**src/rtl/loop_cache_pkg.sv**
```systemverilog
package loop_cache_pkg;

  // Strobes from the control decision logic to the loop state registers.
  typedef struct packed {
    logic loadDo;    // capture a new loop body
    logic loadRedo;  // replay the stored body and save the return address
    logic decCnt;    // one loop-back taken
    logic clrRet;    // saved return address consumed
  } loop_strobe_t;

endpackage

```
**src/rtl/loop_cache_regs.sv**
```systemverilog
module loop_cache_regs
  import loop_cache_pkg::*;
#(
  parameter int PC_W = 16,
  parameter int NI_W = 4,
  parameter int K_W  = 7
) (
  input  logic               clk,
  input  logic               rstN,
  input  loop_strobe_t       strobe,
  input  logic [PC_W-1:0]    pc,
  input  logic [NI_W-1:0]    niField,
  input  logic [K_W-1:0]     kField,
  output logic [PC_W-1:0]    startReg,
  output logic [PC_W-1:0]    endReg,
  output logic [K_W:0]       cntReg,
  output logic [PC_W-1:0]    retReg
);

  localparam int CNT_W = K_W + 1;
  localparam logic [PC_W-1:0] INVALID = '1;

  logic [PC_W-1:0]  pcNext;
  logic [CNT_W-1:0] cntLoad;

  assign pcNext  = pc + PC_W'(1);
  assign cntLoad = CNT_W'(kField) + CNT_W'(1);

  always_ff @(posedge clk or negedge rstN) begin
    if (!rstN) begin
      startReg <= INVALID;
      endReg   <= INVALID;
    end else if (strobe.loadDo) begin
      startReg <= pcNext;
      endReg   <= pcNext + PC_W'(niField);
    end
  end

  always_ff @(posedge clk or negedge rstN) begin
    if (!rstN) begin
      cntReg <= '0;
    end else if (strobe.loadDo || strobe.loadRedo) begin
      cntReg <= cntLoad;
    end else if (strobe.decCnt) begin
      cntReg <= cntReg - CNT_W'(1);
    end
  end

  always_ff @(posedge clk or negedge rstN) begin
    if (!rstN) begin
      retReg <= INVALID;
    end else if (strobe.loadRedo) begin
      retReg <= pcNext;
    end else if (strobe.clrRet) begin
      retReg <= INVALID;
    end
  end

  // reset leaves every address invalid and the counter empty
  a_r6_reset_state: assert property (@(posedge clk)
    !rstN |=> (startReg == INVALID && endReg == INVALID && retReg == INVALID && cntReg == '0));

  // a capture stores the body bounds and the repeat count
  a_r2_do_capture: assert property (@(posedge clk) disable iff (!rstN)
    strobe.loadDo |=> (startReg == $past(pc) + PC_W'(1)) &&
                      (endReg == $past(pc) + PC_W'($past(niField)) + PC_W'(1)) &&
                      (cntReg == CNT_W'($past(kField)) + CNT_W'(1)));

  // each loop-back removes exactly one iteration
  a_r4_count_down: assert property (@(posedge clk) disable iff (!rstN)
    (strobe.decCnt && !strobe.loadDo && !strobe.loadRedo) |=> cntReg == $past(cntReg) - CNT_W'(1));

  // a consumed return address becomes invalid
  a_r5_ret_consumed: assert property (@(posedge clk) disable iff (!rstN)
    (strobe.clrRet && !strobe.loadRedo) |=> retReg == INVALID);

  // with no strobe the loop state holds
  a_r8_hold: assert property (@(posedge clk) disable iff (!rstN)
    (strobe == '0) |=> ($stable(startReg) && $stable(endReg) && $stable(cntReg) && $stable(retReg)));

endmodule

```
**src/rtl/loop_cache_ctrl.sv**
```systemverilog
module loop_cache_ctrl
  import loop_cache_pkg::*;
#(
  parameter int PC_W = 16,
  parameter int NI_W = 4,
  parameter int K_W  = 7,
  parameter int OPC_W = 5,
  parameter logic [OPC_W-1:0] LOOP_OPC = 5'h0E
) (
  input  logic                   clk,
  input  logic                   rstN,
  input  logic                   instValid,
  input  logic [PC_W-1:0]        pc,
  input  logic [PC_W-1:0]        opcode,
  input  logic [1:0]             baseAdvance,
  input  logic [1:0]             baseCycles,
  input  logic [PC_W-1:0]        startReg,
  input  logic [PC_W-1:0]        endReg,
  input  logic [K_W:0]           cntReg,
  input  logic [PC_W-1:0]        retReg,
  output logic [NI_W-1:0]        niField,
  output logic [K_W-1:0]         kField,
  output loop_strobe_t           strobe,
  output logic signed [PC_W-1:0] pcAdvance,
  output logic [PC_W-1:0]        nextPc,
  output logic [1:0]             cycleCost
);

  localparam int CNT_W = K_W + 1;
  localparam int OPC_LSB = NI_W + K_W;
  localparam logic [PC_W-1:0] INVALID = '1;

  logic             isLoop, isDo, isRedo;
  logic             startValid, retValid, effEndValid;
  logic [PC_W-1:0]  effStart, effEnd;
  logic [CNT_W-1:0] effCnt;
  logic [PC_W-1:0]  stepAdv, seqPc;
  logic             atEnd, loopBack, retJump;
  logic [PC_W-1:0]  advance;

  // Instruction field decode
  always_comb begin
    isLoop  = opcode[OPC_LSB +: OPC_W] == LOOP_OPC;
    niField = opcode[K_W +: NI_W];
    kField  = opcode[K_W-1:0];
  end

  // Capture/replay classification
  always_comb begin
    startValid = startReg != INVALID;
    retValid   = retReg != INVALID;
    isDo       = isLoop && (niField != '0);
    isRedo     = isLoop && (niField == '0) && startValid;
  end

  // Loop state as seen after this instruction's own load
  always_comb begin
    effStart    = isDo ? pc + PC_W'(1) : startReg;
    effEnd      = isDo ? pc + PC_W'(niField) + PC_W'(1) : endReg;
    effEndValid = effEnd != INVALID;
    effCnt      = (isDo || isRedo) ? CNT_W'(kField) + CNT_W'(1) : cntReg;
  end

  // Step before any end-of-loop redirection
  always_comb begin
    if (isRedo) begin
      stepAdv   = startReg - pc;
      cycleCost = 2'd2;
    end else if (isLoop) begin
      stepAdv   = PC_W'(1);
      cycleCost = 2'd1;
    end else begin
      stepAdv   = PC_W'(baseAdvance);
      cycleCost = baseCycles;
    end
    seqPc = pc + stepAdv;
  end

  // End-of-loop handling
  always_comb begin
    atEnd    = effEndValid && (seqPc == effEnd);
    loopBack = atEnd && (effCnt != '0);
    retJump  = atEnd && (effCnt == '0) && retValid;
    if (loopBack)     advance = effStart - pc;
    else if (retJump) advance = retReg - pc;
    else              advance = stepAdv;
    pcAdvance = signed'(advance);
    nextPc    = pc + advance;
  end

  always_comb begin
    strobe.loadDo   = instValid && isDo;
    strobe.loadRedo = instValid && isRedo;
    strobe.decCnt   = instValid && loopBack;
    strobe.clrRet   = instValid && retJump;
  end

  // a replay without a captured body behaves as a one-cycle no-op
  a_r7_redo_ignored: assert property (@(posedge clk) disable iff (!rstN)
    (isLoop && niField == '0 && startReg == INVALID) |-> (nextPc == pc + PC_W'(1) && cycleCost == 2'd1));

  // an accepted replay costs two cycles
  a_r3_redo_cost: assert property (@(posedge clk) disable iff (!rstN)
    (isLoop && niField == '0 && startReg != INVALID && cntReg == '0) |-> cycleCost == 2'd2);

  // a plain instruction reaching the loop end with iterations left goes to the loop start
  a_r4_loop_target: assert property (@(posedge clk) disable iff (!rstN)
    (!isLoop && cntReg != '0 && pc + PC_W'(baseAdvance) == endReg) |-> nextPc == startReg);

  // a loop end with no iterations left and no return address falls through
  a_r5_fall_through: assert property (@(posedge clk) disable iff (!rstN)
    (!isLoop && cntReg == '0 && retReg == INVALID) |-> nextPc == pc + PC_W'(baseAdvance));

endmodule

```
**src/rtl/loop_cache_seq.sv**
```systemverilog
module loop_cache_seq
  import loop_cache_pkg::*;
#(
  parameter int PC_W = 16,
  parameter int NI_W = 4,
  parameter int K_W  = 7
) (
  input  logic                   clk,
  input  logic                   rstN,
  input  logic                   instValid,
  input  logic [PC_W-1:0]        pc,
  input  logic [PC_W-1:0]        opcode,
  input  logic [1:0]             baseAdvance,
  input  logic [1:0]             baseCycles,
  output logic signed [PC_W-1:0] pcAdvance,
  output logic [PC_W-1:0]        nextPc,
  output logic [1:0]             cycleCost,
  output logic                   loopActive
);

  loop_strobe_t    strobe;
  logic [NI_W-1:0] niField;
  logic [K_W-1:0]  kField;
  logic [PC_W-1:0] startReg, endReg, retReg;
  logic [K_W:0]    cntReg;

  loop_cache_ctrl #(.PC_W(PC_W), .NI_W(NI_W), .K_W(K_W)) u_ctrl (
    .clk(clk), .rstN(rstN), .instValid(instValid), .pc(pc), .opcode(opcode),
    .baseAdvance(baseAdvance), .baseCycles(baseCycles),
    .startReg(startReg), .endReg(endReg), .cntReg(cntReg), .retReg(retReg),
    .niField(niField), .kField(kField), .strobe(strobe),
    .pcAdvance(pcAdvance), .nextPc(nextPc), .cycleCost(cycleCost)
  );

  loop_cache_regs #(.PC_W(PC_W), .NI_W(NI_W), .K_W(K_W)) u_regs (
    .clk(clk), .rstN(rstN), .strobe(strobe), .pc(pc),
    .niField(niField), .kField(kField),
    .startReg(startReg), .endReg(endReg), .cntReg(cntReg), .retReg(retReg)
  );

  assign loopActive = cntReg != '0;

endmodule

```
**config.mk**
```make
export PLATFORM = sky130hd
export DESIGN_NAME = loop_cache_seq
export DESIGN_NICKNAME = d
export VERILOG_FILES = /design/src/rtl/loop_cache_pkg.sv /design/src/rtl/loop_cache_regs.sv /design/src/rtl/loop_cache_ctrl.sv /design/src/rtl/loop_cache_seq.sv
export SDC_FILE = /design/constraint.sdc
export NUM_CORES = 1
export LEC_CHECK = 0
export ABC_AREA = 1
export ABC_CLOCK_PERIOD_IN_PS = 31000
export CORE_MARGIN = 2
export CORE_UTILIZATION = 31
export DETAILED_ROUTE_END_ITERATION = 16
export GPL_TIMING_DRIVEN = 0
export PLACE_DENSITY = 0.54
export RECOVER_POWER = 50
export SLEW_MARGIN = 20
export SYNTH_ARGS = -nofsm -noshare
export SYNTH_HDL_FRONTEND = slang
export SYNTH_SLANG_ARGS = --single-unit
```
**constraint.sdc**
```tcl
create_clock -name clk -period 31 [get_ports clk]
set_clock_uncertainty 0.15 [all_clocks]
set_input_delay 9.3 -clock clk [delete_from_list [all_inputs] [get_ports clk]]
set_output_delay 9.3 -clock clk [all_outputs]
set_load 0.005 [all_outputs]
```
==> flow_metrics.env <==
export IMPL_internal_power_mw=0.188
export IMPL_antenna_found_initial=0
export IMPL_gp_congestion=0.943
export IMPL_p_leak_nw=4.87
export IMPL_worstPathRequired_ps=21550
export IMPL_die_y_microns=169
export IMPL_antenna_cells=0
export IMPL_area_delta_synth_final_pct=15.2
export IMPL_pwr_share_clk_pct=17.7
export IMPL_p_seq_share_pct=31.6
export IMPL_rr_startpoint="u_regs.startReg[14]$_DFFE_PN1P_"
export IMPL_placed_cells=1765
export IMPL_crit_path_end="nextPc[15]"
export IMPL_fmax_mhz=36.8
export IMPL_place_area_sq_um=9610
export IMPL_critPathLaunch="opcode[8]"
export IMPL_combPwrFrac_pct=50.7
export IMPL_cts_tree="built"
export IMPL_slowest_delay_ps=640
export IMPL_status="finished, violations left"
export IMPL_synth_nets=1478
export IMPL_rsz0062_at_grt="false"
export IMPL_dieArea_sq_um=28600
export IMPL_wl_mm=29.2
export IMPL_io_buffers=72
export IMPL_layout_setup_ws_ps=3840
export IMPL_synth_edf_count=0
export IMPL_synthArstFlopShare_pct=100
export IMPL_fin_crit_sh_pct=87.6
export IMPL_violations="capacitance limit, slew limit"
export IMPL_hold_class="reg -> reg"
export IMPL_instances_no_fill=1773
export IMPL_worstMarginPinSlew_ps=1790
export IMPL_wl_per_cell_microns=16.5
export IMPL_synth_top_area_share_pct=16.6
export IMPL_drv_slew=35
export IMPL_synthFlopType="dfstp_2"
export IMPL_hold_viol_final=0
export IMPL_via_per_inst=5.06
export IMPL_synth_area_leader_cell="nand2_1"
export IMPL_grt_max_degree=35
export IMPL_synth_cell_types=54
export IMPL_hp_start="u_regs.endReg[9]$_DFFE_PN1P_"
export IMPL_cts_sinks=56
export IMPL_worstSetupEndpointType="output port"
export IMPL_ff2ff_path_depth=26
export IMPL_setup_tns_final_ps=0
export IMPL_clk_latency_ps=300
export IMPL_synth_area_leaders="nand2_1 17%, dfstp_2 15%, ha_1 12%"
export IMPL_cp_num_cells=47
export IMPL_crit_arrival_ps=17710
export IMPL_netlist_area_sq_um=8450
export IMPL_overflow=0
export IMPL_grt_pass1_vias=8648
export IMPL_seq_area_frac_synth_pct=17.3
export IMPL_nets=1558
export IMPL_synthCells=1351
export IMPL_core_sq_um=26900
export IMPL_ir_drop_mv=0.0263
export IMPL_num_rows=60
export IMPL_setup_violations=0
export IMPL_ys_warn_count=0
export IMPL_dpl_hpwl_mm=25.2
export IMPL_firstDrtPassIters=5
export IMPL_drive_gt1_share_pct=7.68
export IMPL_grtUsageTotal_pct=20.6
export IMPL_fin_area_sq_um=9730
export IMPL_drt_iter0_drc=631
export IMPL_clk_pin_slew_ps=70
export IMPL_ys_ff_latch=56
export IMPL_clockRootBuffer="clkbuf_16"
export IMPL_drc=0
export IMPL_start_util_pct=31.4
export IMPL_period_minus_slack_ps=27160
export IMPL_clockBufferDepth=2
export IMPL_post_cts_setup_buffer_count=0
export IMPL_ant_nets=0
export IMPL_cp_common_cell="nand2_1"
export IMPL_ctsResizeCount=0
export IMPL_crit_path_max_fanout=10
export IMPL_path_buf_inv=8
export IMPL_p_sw_share_pct=43.8
export IMPL_die_w_microns=169
export IMPL_avgSynthCellArea_sq_um=6.25
export IMPL_io_pins=74
export IMPL_power_density_nw_per_um2=34.3
export IMPL_slew_headroom_pct=-19.2
export IMPL_h_tree_depth=2
export IMPL_cts_buffers=5
export IMPL_grt_pass1_wl_mm=45.9
export IMPL_vias=8965
export IMPL_reg2reg_slack_ps=25650
export IMPL_slowest_stage="dlygate4sd3_1"
export IMPL_critical_path_class="in -> out"
export IMPL_p_sw_mw=0.146
export IMPL_holdWs_ps=332
export IMPL_cp_start_kind="primary input"
export IMPL_maxCapViolations=1
export IMPL_cts_hold_buf=0
export IMPL_timing_rr_end="u_regs.retReg[15]$_DFFE_PN1P_"
export IMPL_dp_slack_ps=3920
export IMPL_crit_family="simple AND/OR/NAND/NOR gates"
[per-stage QoR]
| step | utilization, % | power (mW) |
|---|---|---|
| floorplan | - | 0.220 |
| global placement | 35.7 | 0.271 |
| detailed placement | 35.8 | 0.273 |
| CTS | 36.3 | 0.334 |
| global route | 36.2 | 0.362 |
| finish | 36.2 | 0.334 |
[cell usage in the layout, fill, tap and decap left out, types with 8 or more instances in the layout]
cell / n
or2_2: 10
nand3_1: 120
a21oi_1: 83
nor2_1: 118
clkdlybuf4s50_1: 69
dfrtp_1: 8
inv_2: 8
o21ai_0: 80
nand3b_1: 8
nand2_1: 375
ha_1: 81
o21bai_1: 8
clkbuf_1: 17
inv_1: 175
xor2_1: 61
xnor2_1: 16
nor3_1: 17
nand4_1: 24
dfstp_2: 48
[cell type report]
type | count | area (sq um)
multi-input combinational | 1085 | 6140
tap | 341 | 427
sequential | 56 | 1460
buffer | 24 | 136
fill | 2955 | 17100
timing repair buffer | 73 | 718
clock buffer | 7 | 143
inverter | 186 | 698
clock inverter | 1 | 7.51
[flip-flops by register name (all words and copies together) (netlist names)]
register,cells
u_regs.cntReg,8
u_regs.endReg,16
u_regs.retReg,16
u_regs.startReg,16
[cell usage after synthesis (2+ instances only)]
library cell	instances
nand2_1	373
inv_1	175
nand3_1	120
nor2_1	118
a21oi_1	83
ha_1	81
o21ai_0	80
xor2_1	61
dfstp_2	48
nand4_1	24
nor3_1	17
xnor2_1	16
clkbuf_1	13
or2_2	10
dfrtp_1	8
inv_2	8
nand2_2	8
nand3b_1	8
o21bai_1	8
fa_1	7
o211ai_1	7
o21ai_1	7
o31ai_1	7
buf_6	5
nand3_2	5
nor4_1	5
buf_2	4
nor2_4	4
a21o_1	3
a31oi_1	3
and3_1	3
clkinv_1	3
o21a_1	3
a21boi_0	2
a21oi_2	2
and2_1	2
buf_4	2
nand4_2	2
[worst min path at each step]
stage,endpoint,depth (start not counted)
after detailed placement,u_regs.endReg[9]$_DFFE_PN1P_,2
after global routing,u_regs.endReg[9]$_DFFE_PN1P_,2
after CTS,u_regs.endReg[9]$_DFFE_PN1P_,2
after global placement,u_regs.endReg[9]$_DFFE_PN1P_,2
after floorplan,u_regs.endReg[9]$_DFFE_PN1P_,2
final,u_regs.endReg[9]$_DFFE_PN1P_,2
[power by group through the flow]
stage | clock network (mW) | registers, mW | logic (mW)
final | 0.0592 | 0.106 | 0.169
after global routing | 0.0636 | 0.107 | 0.191
after CTS | 0.0615 | 0.105 | 0.168
after detailed placement | 0 | 0.106 | 0.167
after global placement | 0 | 0.106 | 0.165
after floorplan | 0 | 0.100 | 0.120
[metal layers]
metal  wire, microns  global-route usage [%]  up-vias
met2           13300                    35.1      202
met3            1530                    1.26       27
met1           13900                    28.5     4141
met4             496                    4.79        0
met5               0                       0        -
li1                -                       -     4595
[logic make-up (layout without fill, tap and decap cells)]
logic type,Yosys count,after routing,synth area share (%)
xor gates and xnor gates,77,77,7.98
DFF,56,56,17.3
adders and majority gates,88,88,13.7
AOI/OAI and AO/OA,216,216,14.5
and+or+nand+nor,704,704,36.6
buffers and inverters,210,291,9.92
[worst register-to-register path: cells and delay by family, from the launching register on]
| family | cells | cell delay, ps |
|---|---|---|
| AOI/OAI and AO/OA | 3 | 780 |
| adders and majority gates | 1 | 530 |
| buffers and inverters | 3 | 830 |
| DFF | 1 | 600 |
| and+or+nand+nor | 19 | 2390 |
Note: power is estimated with default switching activity, not from simulation.
